### config.mk
export PLATFORM = sky130hd
export DESIGN_NAME = rnd_clk_gen
export DESIGN_NICKNAME = d
export VERILOG_FILES = /design/src/rtl/rcg_pkg.sv /design/src/rtl/rcg_lfsr.sv /design/src/rtl/rcg_phase.sv /design/src/rtl/rcg_counter.sv /design/src/rtl/rnd_clk_gen.sv
export SDC_FILE = /design/constraint.sdc
export NUM_CORES = 1
export LEC_CHECK = 0
export CORE_MARGIN = 5
export CORE_UTILIZATION = 51
export CTS_CLUSTER_SIZE = 8
export DETAILED_ROUTE_END_ITERATION = 12
export DONT_BUFFER_PORTS = 1
export PLACE_DENSITY = 0.66
export SYNTH_ARGS = -nofsm -noshare
export SYNTH_HDL_FRONTEND = slang
export SYNTH_SLANG_ARGS = --single-unit
### constraint.sdc
create_clock -name clk -period 1.7 [get_ports clk]
set_input_delay 0.085 -clock clk [delete_from_list [all_inputs] [get_ports clk]]
set_output_delay 0.085 -clock clk [all_outputs]
set_load 0.02 [all_outputs]
### src/rtl/rcg_pkg.sv
package rcg_pkg;
    localparam int LFSR_W = 16;
    typedef logic [LFSR_W-1:0] lfsr_t;
    // feedback taps for x^16 + x^14 + x^13 + x^11 + 1 (bits 15,13,12,10)
    localparam lfsr_t TAP_MASK = 16'hB400;
endpackage

### src/rtl/rcg_lfsr.sv
module rcg_lfsr
    import rcg_pkg::*;
#(
    parameter lfsr_t SEED = 16'hACE1
) (
    input  logic  clk,
    input  logic  rst_n,
    input  logic  noise_i,
    output logic  rand_o,
    output lfsr_t state_o
);
    typedef struct packed {
        lfsr_t sr;
    } lfsr_reg_t;

    lfsr_reg_t r_d, r_q;
    logic      fb;

    always_comb begin
        r_d = r_q;
        fb  = (^(r_q.sr & TAP_MASK)) ^ noise_i;
        r_d.sr = {r_q.sr[LFSR_W-2:0], fb};
        if (r_d.sr == '0) begin
            r_d.sr = SEED;
        end
    end

    always_ff @(posedge clk or negedge rst_n) begin
        if (!rst_n) begin
            r_q.sr <= SEED;
        end else begin
            r_q <= r_d;
        end
    end

    assign rand_o  = r_q.sr[0];
    assign state_o = r_q.sr;

    // filler data source must stay alive for varied dummy values
    assert_state_live_R7: assert property (@(posedge clk) disable iff (!rst_n)
        r_q.sr != '0);
endmodule

### src/rtl/rcg_phase.sv
module rcg_phase (
    input  logic clk,
    input  logic rst_n,
    input  logic rand_i,
    output logic core_en_o,
    output logic run_o
);
    typedef struct packed {
        logic phase;
        logic run;
    } phase_reg_t;

    phase_reg_t r_d, r_q;

    always_comb begin
        r_d       = r_q;
        r_d.phase = r_q.phase ^ rand_i;
        r_d.run   = 1'b1;
    end

    always_ff @(posedge clk or negedge rst_n) begin
        if (!rst_n) begin
            r_q <= '0;
        end else begin
            r_q <= r_d;
        end
    end

    assign core_en_o = r_q.run & rand_i & ~r_q.phase;
    assign run_o     = r_q.run;

    assert_single_pulse_R3: assert property (@(posedge clk) disable iff (!rst_n)
        core_en_o |=> !core_en_o);
endmodule

### src/rtl/rcg_counter.sv
module rcg_counter #(
    parameter int CW = 16
) (
    input  logic          clk,
    input  logic          rst_n,
    input  logic          inc_i,
    output logic [CW-1:0] count_o
);
    typedef struct packed {
        logic [CW-1:0] cnt;
    } cnt_reg_t;

    cnt_reg_t r_d, r_q;

    always_comb begin
        r_d = r_q;
        if (inc_i) begin
            r_d.cnt = r_q.cnt + 1'b1;
        end
    end

    always_ff @(posedge clk or negedge rst_n) begin
        if (!rst_n) begin
            r_q <= '0;
        end else begin
            r_q <= r_d;
        end
    end

    assign count_o = r_q.cnt;

    assert_count_step_R5: assert property (@(posedge clk) disable iff (!rst_n)
        inc_i |=> count_o == $past(count_o) + 1'b1);
    assert_count_hold_R5: assert property (@(posedge clk) disable iff (!rst_n)
        !inc_i |=> $stable(count_o));
endmodule

### src/rtl/rnd_clk_gen.sv
module rnd_clk_gen
    import rcg_pkg::*;
#(
    parameter int    DW   = 8,
    parameter int    CW   = 16,
    parameter lfsr_t SEED = 16'hACE1
) (
    input  logic          clk,
    input  logic          rst_n,
    input  logic          noise_i,
    output logic          core_en_o,
    output logic          dummy_o,
    output logic [DW-1:0] dummy_data_o,
    output logic          periph_en_o,
    output logic [CW-1:0] core_count_o
);
    localparam int DSEL = (DW < LFSR_W) ? DW : LFSR_W;

    logic  rnd_bit;
    lfsr_t lfsr_state;
    logic  run;
    logic  core_en;

    rcg_lfsr #(.SEED(SEED)) u_lfsr (
        .clk     (clk),
        .rst_n   (rst_n),
        .noise_i (noise_i),
        .rand_o  (rnd_bit),
        .state_o (lfsr_state)
    );

    rcg_phase u_phase (
        .clk       (clk),
        .rst_n     (rst_n),
        .rand_i    (rnd_bit),
        .core_en_o (core_en),
        .run_o     (run)
    );

    rcg_counter #(.CW(CW)) u_cnt (
        .clk     (clk),
        .rst_n   (rst_n),
        .inc_i   (core_en),
        .count_o (core_count_o)
    );

    always_comb begin
        dummy_data_o = '0;
        if (dummy_o) begin
            dummy_data_o[DSEL-1:0] = lfsr_state[LFSR_W-1 -: DSEL];
        end
    end

    assign core_en_o   = core_en;
    assign dummy_o     = run & ~core_en;
    assign periph_en_o = run;

    assert_excl_R6: assert property (@(posedge clk) disable iff (!rst_n)
        !(core_en_o && dummy_o));
    assert_fill_R6: assert property (@(posedge clk) disable iff (!rst_n)
        periph_en_o |-> (core_en_o || dummy_o));
endmodule

==> reports/summary.txt, run 1 <==
status - complete, no violations
initial antenna violation count - 0
area of the mapped netlist - 1400 sq um
Via-to-Cell Ratio - 5.20
WP buf/inv - 0
share of layout cells above drive strength 1 - 19.8%
Syn-to-layout area delta - 11.9%
Clock Tree Buf Depth - 2
total congestion overflow - 0
top cell type's share of synthesized area - 46.3%
hold worst-path end - u_lfsr.state_o[0]
max-slew violations - 0
min Tclk post-route - 1.59 ns
clk_lat worst skew - 0.33 ns
clock-pin slew on the worst setup and hold paths - 0.09 ns
hold path cells - 3
Hold Crit Class - primary input to flop
register share of total power - 53.2%
Switching Share - 34.0%
total number of vias - 843
synth top area cells - dfrtp_1 (46%), dfstp_2 (15%), xnor2_1 (7.5%), and2_1 (4.5%), xor2_1 (3.7%)
die area - 3900 sq um
CTS tree - done
total track usage - 14.5%
critical path data required time - 1.91 ns
CP arrival - 1.80 ns
register area share after synthesis - 61.3%
Fmax achieved - 630 MHz
Die X - 62.5 um
max-cap viol count - 0
DR iter-0 viols - 27
Leak Pwr - 0.731 nW
final antenna-violating net count - 0
routability cong. - 0.794
Synth cell types - 24
first-pass GRT wire length - 4.31 mm
setup bufs post-CTS - 0
VDD IR-drop max - 0.955 mV
RSZ-0062 raised after global routing - false
Net Count, Synth - 124
routed wire length - 2.40 mm
PostCTS Resize Cnt - 0
final worst setup slack - 0.112 ns
worst hold start - noise_i
Final setup viols - 0
Initial Util - 52.3%
final net count - 134
I/O pin count - 30
CP Max Fanout - 6
Max Clock Skew - 0.0128 ns
number of global-route vias before repair - 849
FF-to-FF Start - u_lfsr.state_o[0]
H-tree levels - 2
max incr delay on CP - 0.58 ns
Synth area leader - dfrtp_1
mean post-synth cell area - 11.7 sq um
FF+latch count, synth - 34
Pre-antenna DRT Iters - 4
Place WS - 0.0925 ns
Syn. warnings - 0
ANT cells - 0
Psw - 866 uW
pwr/cell area - 1620 nW/um^2
root buffer cell - clkbuf_4
r2r endpoint - u_cnt.count_o[15]
CP top delay family - simple AND/OR/NAND/NOR gates
Slowest cell on crit path - dfstp_2
nature of the critical path endpoint - flop
TNS Setup - 0 ns
Die Span Y - 62.5 um
# clock sinks - 34
CTS buffer count - 5
CP Class - flop to flop
Port Buffers - 0
area of the core - 2690 sq um
CP Depth - 4
Post-Synthesis Cells - 120
drt wl/cell - 14.8 um
crit start category - flop
combinational share of power - 28.9%
hpwl dp - 1.72 mm
worst path cell trace - and4b_1 -> and3_1 -> nand3_1 -> xnor2_1
Power Internal - 1.68 mW
Reg2Reg Setup Slack - 0.11 ns
# DRC - 0
Clk pwr share - 17.9%
FP Rows - 19
Fin. Hold Viols - 0
pin count of the biggest net entering global routing - 35
Final period util - 93.4%
FF-to-FF path depth - 4
power by group through the flow:
stage / registers [mW] / clock network [mW] / logic (mW)
6_report: 1.36 / 0.457 / 0.736
3_3_place_gp: 1.37 / 0 / 0.717
3_5_place_dp: 1.37 / 0 / 0.726
5_1_grt: 1.40 / 0.518 / 0.810
4_1_cts: 1.36 / 0.482 / 0.753
2_1_floorplan: 1.38 / 0 / 0.559
layer usage:
layer / wire (um) / global-route usage, %
met5: 0 / 0
met4: 54 / 7.16
met3: 147 / 6.65
met2: 1090 / 21.0
met1: 1110 / 18.2
worst max path at each step:
stage / start / end / slack [ns]
6_report: u_lfsr.state_o[0] / u_cnt.count_o[15] / 0.11
5_1_grt: u_lfsr.state_o[0] / u_cnt.count_o[9] / 0.01
4_1_cts: u_lfsr.state_o[0] / u_cnt.count_o[11] / 0.09
3_5_place_dp: u_lfsr.state_o[0] / u_cnt.count_o[11] / 0.09
3_3_place_gp: u_lfsr.state_o[0] / u_cnt.count_o[9] / 0.13
2_1_floorplan: u_phase.run_o / dummy_data_o[0] / 0.24
synth_stat cells:
master	count
and3_1	2
and2_1	10
nand2b_1	2
ha_1	1
and4_1	1
nand4_1	5
nor3_1	2
or2_1	7
conb_1	1
and4b_1	1
dfstp_2	8
xnor2_1	12
buf_4	1
nand3_1	5
nand2_1	10
clkbuf_1	8
nor4_1	3
xor2_1	6
nor2_1	4
nor2b_1	1
a21boi_1	1
xnor3_1	1
dfrtp_1	26
inv_1	2
logic make-up after synthesis:
group	after synthesis	share of synthesized area (%)
and+or+nand+nor	53	20.9
AOI/OAI and AO/OA	1	0.535
other	1	0.267
adders and majority gates	1	0.891
xor gates and xnor gates	19	12.8
buffers and inverters	11	3.21
DFF	34	61.3
state kept, by name, indices dropped and copies added (netlist names):
signal and flops:
u_cnt.count_o 16, u_lfsr.state_o 16, u_phase.r_q 1, u_phase.run_o 1
cell type report:
class                      instances  area (sq um)
fill                             241          1120
clock buffer                       7          55.1
inverter                           2          7.51
timing repair buffer              12           105
tap                               31          38.8
clock inverter                     1          5.00
multi-input combinational         75           498
sequential                        34           861
metrics by stage:
step	cells	power, mW	util (%)	instance area (sq um)	hold WS, ns
finish	162	2.55	58.5	1570	0.0821
detailed placement	152	2.10	55.1	1480	-0.209
floorplan	120	1.93	-	1400	-0.211
global placement	152	2.08	55.1	1480	-0.209
global route	162	2.73	58.5	1570	0.0734
CTS	162	2.60	58.5	1570	0.0682
timing repair:
item                       CTS  global route
setup endpoints to repair    0             0
hold buffers                 2             0
hold endpoints to repair    34             0
layout by cell type (no fill, tap or decap):
| cell | instances |
|---|---|
| buf_4 | 10 |
| and2_1 | 10 |
| nand2_1 | 10 |
| xnor2_1 | 12 |
| a21boi_1 | 1 |
| nor2b_1 | 1 |
| xnor3_1 | 1 |
| nand4_1 | 5 |
| clkbuf_1 | 1 |
| or2_1 | 7 |
| dlygate4sd3_1 | 1 |
| nor2_1 | 4 |
| conb_1 | 1 |
| ha_1 | 1 |
| xor2_1 | 6 |
| buf_12 | 1 |
| clkinv_2 | 1 |
| and4b_1 | 1 |
| and3_1 | 2 |
| nand3_1 | 5 |
| nor3_1 | 2 |
| nor4_1 | 3 |
| clkbuf_4 | 5 |
| dfrtp_1 | 26 |
| nand2b_1 | 2 |
| dfstp_2 | 8 |
| inv_1 | 2 |
| clkbuf_8 | 1 |
| and4_1 | 1 |
tightest hold or removal path, delay by kind of cell:
family	cells	cell delay [ns]
AND/OR/NAND/NOR	1	0.14
XOR/XNOR	2	0.18
(Power assumes the default switching activity.)
==> run 2, diff against run 1 <==
RECOVER_POWER = 50   (was default)
==> run 2 against run 1 <==
Compared with the run above: worst hold slack about the same; non-clock buffer count did not move; critical path depth unchanged; clock skew unchanged; combinational power down 0.5%; setup slack is essentially flat; register-to-register slack barely moved; first-iteration DRC count unchanged; sequential cell count did not move; highest routed layer unchanged.
==> reports/summary.txt, run 2 (same netlist as run 1, synthesis figures left out) <==
FF-to-FF Start - u_lfsr.state_o[0] (unchanged)
hpwl dp - 1.72 mm (unchanged)
r2r endpoint - u_cnt.count_o[15] (unchanged)
pwr/cell area - 1630 nW/um^2 (was 1620 nW/um^2)
max-cap viol count - 0 (unchanged)
# clock sinks - 34 (unchanged)
crit start category - flop (unchanged)
Via-to-Cell Ratio - 5.20 (unchanged)
CP Class - flop to flop (unchanged)
VDD IR-drop max - 0.955 mV (about the same)
pin count of the biggest net entering global routing - 35 (unchanged)
setup bufs post-CTS - 0 (unchanged)
total congestion overflow - 0 (unchanged)
Die Span Y - 62.5 um (unchanged)
status - complete, no violations (unchanged)
worst hold slack - 0.0821 ns (about the same)
drt wl/cell - 14.8 um (about the same)
die area - 3900 sq um (unchanged)
FP Rows - 19 (unchanged)
Syn-to-layout area delta - 10.8% (was 11.9%)
M2 GR Usage - 21.0% (unchanged)
critical path data required time - 1.91 ns (about the same)
Port Buffers - 0 (unchanged)
number of global-route vias before repair - 849 (unchanged)
Initial Util - 52.3% (unchanged)
routed wire length - 2.40 mm (about the same)
Max Clock Skew - 0.0128 ns (unchanged)
final net count - 134 (unchanged)
most frequent cells in the layout - dfrtp_1 (26), xnor2_1 (12), and2_1 (10), nand2_1 (10), buf_4 (10) (unchanged)
root buffer cell - clkbuf_4 (unchanged)
Hold Crit Class - primary input to flop (unchanged)
Leak Pwr - 0.725 nW (was 0.731 nW)
busiest layer in global routing - met2 (unchanged)
max-slew violations - 0 (unchanged)
clk_lat worst skew - 0.33 ns (about the same)
H-tree levels - 2 (unchanged)
total number of vias - 843 (unchanged)
Slew HR - 46.4%
routability cong. - 0.794 (unchanged)
Clock Tree Buf Depth - 2 (unchanged)
ANT cells - 0 (unchanged)
Fin. Hold Viols - 0 (unchanged)
initial antenna violation count - 0 (unchanged)
CTS buffer count - 5 (unchanged)
I/O pin count - 30 (unchanged)
# DRC - 0 (unchanged)
CTS tree - done (unchanged)
crit path to - u_cnt.count_o[15] (unchanged)
final antenna-violating net count - 0 (unchanged)
Die X - 62.5 um (unchanged)
Fmax achieved - 630 MHz (about the same)
Final setup viols - 0 (unchanged)
nature of the critical path endpoint - flop (unchanged)
min Tclk post-route - 1.59 ns (about the same)
Reg2Reg Setup Slack - 0.11 ns (about the same)
commonest non-fill, non-tap cell in the layout - dfrtp_1 (unchanged)
share of layout cells above drive strength 1 - 19.1% (was 19.8%)
FF-to-FF path depth - 4 (unchanged)
CP arrival - 1.80 ns (about the same)
CP Launch Point - u_lfsr.state_o[0] (unchanged)
placed cell count - 152 (unchanged)
final non-filler cell total - 162 (unchanged)
GR Util met1 - 18.2% (unchanged)
area of the core - 2690 sq um (unchanged)
Pre-antenna DRT Iters - 4 (unchanged)
worst-margin pin slew - 0.804 ns
RSZ-0062 raised after global routing - false (unchanged)
DR iter-0 viols - 27 (unchanged)
Global Route met3 Usage - 6.65% (unchanged)
clock-pin slew on the worst setup and hold paths - 0.09 ns (about the same)
total track usage - 14.5% (unchanged)
first-pass GRT wire length - 4.31 mm (unchanged)
TNS Setup - 0 ns (unchanged)
CP Max Fanout - 6 (unchanged)
Final period util - 93.4% (about the same)
-- run 2: cell types whose count changed in the layout (fill, tap and decap cells not counted) --
cell,before,now
dfstp_1,0,1
clkbuf_2,0,1
dfstp_2,8,7
buf_12,1,0
-- run 2: stage by stage --
stage	util, %	cell area [sq um]	worst slack, ns	total power [mW]
6_report	57.9	1560	0.111	2.54
2_1_floorplan	-	1400	0.242	1.93
3_3_place_gp	55.1	1480	0.130	2.08
5_1_grt	57.9	1560	0.0118	2.72
3_5_place_dp	55.1	1480	0.0925	2.10
4_1_cts	58.5	1570	0.0944	2.60
-- run 2: area by class of cell --
| cell class | count | area (sq um) |
|---|---|---|
| Timing Repair Buffer | 12 | 90.1 |
| Sequential cell | 34 | 861 |
| Clock buffer | 7 | 55.1 |
| Inverter | 2 | 7.51 |
| Clock inverter | 1 | 5.00 |
| Tap cell | 31 | 38.8 |
| Fill cell | 243 | 1130 |
| Multi-Input combinational cell | 75 | 498 |
-- run 2: timing repair --
action                                 CTS  global route
hold buffers                             2             0
endpoints found under the hold margin   34             0
resized for setup                        0             0
-- run 2: power breakdown --
part	leakage, nW	switching [mW]	internal [mW]
sequential	0.417	0.213	1.14
clock	0.0353	0.256	0.200
combinational	0.273	0.397	0.335
total	0.725	0.866	1.68
-- run 2: worst min path at each step --
stage / start / slack (ns) / depth (start not counted) / end
2_1_floorplan: rst_n / -0.21 / 0 / u_cnt.count_o[0]
3_3_place_gp: rst_n / -0.21 / 0 / u_cnt.count_o[1]
3_5_place_dp: rst_n / -0.21 / 0 / u_cnt.count_o[8]
4_1_cts: noise_i / 0.07 / 3 / u_lfsr.state_o[0]
5_1_grt: noise_i / 0.07 / 3 / u_lfsr.state_o[0]
6_report: noise_i / 0.08 / 3 / u_lfsr.state_o[0]
-- run 2: layer usage --
layer	vias to the layer above	part of all wire (%)
li1	406	-
met1	407	46
met2	23	46
met3	7	6.1
met4	0	2.3
met5	-	0
-- run 2: critical path: stages (launching register included) --
cell and delay, ns:
dfstp_2 0.58, and4b_1 0.28, and3_1 0.31, nand3_1 0.14
xnor2_1 0.16
==> run 3, diff against run 2 <==
==> constraint.sdc (replaced) <==
create_clock -name clk -period 1.7 [get_ports clk]
set_input_delay 0.255 -clock clk [delete_from_list [all_inputs] [get_ports clk]]
set_output_delay 0.255 -clock clk [all_outputs]
set_load 0.02 [all_outputs]
==> run 3 against run 2 <==
Compared with the run above: critical path type is now flop to output port; total power grew 6.5%; sequential power is essentially flat; combinational power grew 7.8%; routed wire length grew 8.8%; design area grew 3.1%; clock skew is essentially flat; cell count grew 0.62%; count of clock-buffer cells in the layout grew 1; sequential cell count is the same; first-iteration DRC count shrank 74%; setup slack lost 0.018 ns.
==> reports/summary.txt, run 3 (same netlist as run 1, synthesis figures left out) <==
CTS tree - done (unchanged)
crit start category - flop (unchanged)
Die Span Y - 62.5 um (unchanged)
Max Clock Skew - 0.0126 ns (was 0.0128 ns)
pin count of the biggest net entering global routing - 35 (unchanged)
ANT cells - 0 (unchanged)
routability cong. - 0.756 (was 0.794)
commonest non-fill, non-tap cell in the layout - dfrtp_1 (unchanged)
Final setup viols - 0 (unchanged)
TNS Setup - 0 ns (unchanged)
area of the core - 2690 sq um (unchanged)
worst-margin pin slew - 0.788 ns (was 0.804 ns)
DR iter-0 viols - 7 (was 27)
register share of total power - 50.6% (was 53.3%)
Clk pwr share - 20.3% (was 18.0%)
initial antenna violation count - 0 (unchanged)
first-pass GRT wire length - 4.37 mm (was 4.31 mm)
min Tclk post-route - 1.61 ns (was 1.59 ns)
Final period util - 94.5% (was 93.4%)
Placed Area - 1480 sq um (unchanged)
Layout fillers - 242 (was 243)
combinational share of power - 29.1% (was 28.8%)
Syn-to-layout area delta - 14.3% (was 10.8%)
max-slew violations - 0 (unchanged)
FP Rows - 19 (unchanged)
CP Max Fanout - 7 (was 6)
design area - 1600 sq um (was 1560 sq um)
clock-pin slew on the worst setup and hold paths - 0.09 ns (about the same)
Slowest cell on crit path - dfstp_2 (unchanged)
Port Buffers - 0 (unchanged)
H-tree levels - 2 (unchanged)
hold path cells - 3 (unchanged)
total congestion overflow - 0 (unchanged)
Hold Crit Class - primary input to flop (unchanged)
Psw - 922 uW (was 866 uW)
max incr delay on CP - 0.63 ns (was 0.58 ns)
Pre-antenna DRT Iters - 4 (unchanged)
routed wire length - 2.61 mm (was 2.40 mm)
Final Util - 59.7% (was 57.9%)
nature of the critical path endpoint - output port (was flop)
Fmax achieved - 622 MHz (was 630 MHz)
most frequent cells in the layout - dfrtp_1 (26), xnor2_1 (12), nand2_1 (10), buf_4 (10), or2_1 (7) (was dfrtp_1 (26), xnor2_1 (12), and2_1 (10), nand2_1 (10), buf_4 (10))
Die X - 62.5 um (unchanged)
setup bufs post-CTS - 0 (unchanged)
RSZ-0062 raised after global routing - false (unchanged)
critical path data required time - 1.44 ns (was 1.91 ns)
# DRC - 0 (unchanged)
area of the multi-input gates - 528 sq um (was 498 sq um)
CTS buffer count - 5 (unchanged)
CP Class - flop to output port (was flop to flop)
Initial Util - 52.3% (unchanged)
Power Internal - 1.78 mW (was 1.68 mW)
total number of vias - 863 (was 843)
Switching Share - 34.1% (about the same)
FF-to-FF path depth - 4 (unchanged)
number of global-route vias before repair - 924 (was 849)
max-cap viol count - 0 (unchanged)
status - complete, no violations (unchanged)
die area - 3900 sq um (unchanged)
final antenna-violating net count - 0 (unchanged)
# clock sinks - 34 (unchanged)
Leak Pwr - 0.744 nW (was 0.725 nW)
pwr/cell area - 1690 nW/um^2 (was 1630 nW/um^2)
share of layout cells above drive strength 1 - 25.8% (was 19.1%)
Via-to-Cell Ratio - 5.29 (was 5.20)
clk_lat worst skew - 0.34 ns (was 0.33 ns)
total track usage - 14.3% (was 14.5%)
Slew HR - 47.5% (was 46.4%)
worst path cell trace - a21boi_4 -> and2_2 (was and4b_1 -> and3_1 -> nand3_1 -> xnor2_1)
VDD IR-drop max - 1.12 mV (was 0.955 mV)
hpwl dp - 1.83 mm (was 1.72 mm)
Clock Tree Buf Depth - 2 (unchanged)
register area - 861 sq um (unchanged)
final net count - 135 (was 134)
CP arrival - 1.35 ns (was 1.80 ns)
drt wl/cell - 16.0 um (was 14.8 um)
Fin. Hold Viols - 0 (unchanged)
I/O pin count - 30 (unchanged)
root buffer cell - clkbuf_4 (unchanged)
==> run 3: critical path, delay by kind of cell (launching register included) <==
family | cells | cell delay [ns]
AND/OR/NAND/NOR | 1 | 0.26
AO/OA/AOI/OAI | 1 | 0.13
flip-flops | 1 | 0.63
==> run 3: cell type report <==
class                           instances  share of cell area, %
Clock buffer                            8                   4.91
Inverter                                2                  0.468
Multi-Input combinational cell         76                   32.9
Sequential cell                        34                   53.7
Tap cell                               31                   2.42
Timing Repair Buffer                   12                   5.62
==> run 3: per-layer routing <==
metal	part of all wire, %	global-route usage, %	vias up
met2	51	23.7	22
li1	-	-	412
met5	0	0	-
met3	6.6	6.29	2
met1	42	16.3	427
met4	0.38	4.77	0
==> run 3: what timing repair did <==
| action | in CTS | in global routing |
|---|---|---|
| pin swaps | 0 | 1 |
| cloned | 0 | 1 |
| hold buffers | 2 | 0 |
| setup endpoints to repair | 9 | 11 |
| gates resized for setup | 2 | 7 |
| hold endpoints to repair | 34 | 0 |
==> run 3: path summary, 6_finish.rpt <==
kind | start | end | slack, ns
max | u_lfsr.state_o[0] | dummy_data_o[4] | 0.09
min | noise_i | u_lfsr.state_o[0] | 0.26
max reg2reg | u_lfsr.state_o[0] | u_cnt.count_o[11] | 0.11
min reg2reg | u_lfsr.state_o[3] | u_lfsr.state_o[4] | 0.38
max in group asynchronous | rst_n | u_lfsr.state_o[3] | 0.67
min in group asynchronous | rst_n | u_cnt.count_o[8] | 0.52
==> run 3: stage by stage <==
stage	power [mW]	cells	setup slack [ns]	hold WS, ns
after floorplan	1.93	120	0.0722	-0.0406
after global placement	2.08	152	0.00566	-0.0395
after detailed placement	2.12	152	-0.0339	-0.0397
after CTS	2.72	162	0.0109	0.244
after global routing	2.88	163	0.00150	0.260
final	2.71	163	0.0935	0.256
==> run 3: power groups by stage <==
stage | registers [mW] | clock network [mW] | logic (mW)
floorplan | 1.38 | 0 | 0.559
global placement | 1.36 | 0 | 0.719
detailed placement | 1.38 | 0 | 0.742
CTS | 1.37 | 0.566 | 0.781
global route | 1.42 | 0.604 | 0.855
finish | 1.37 | 0.550 | 0.789
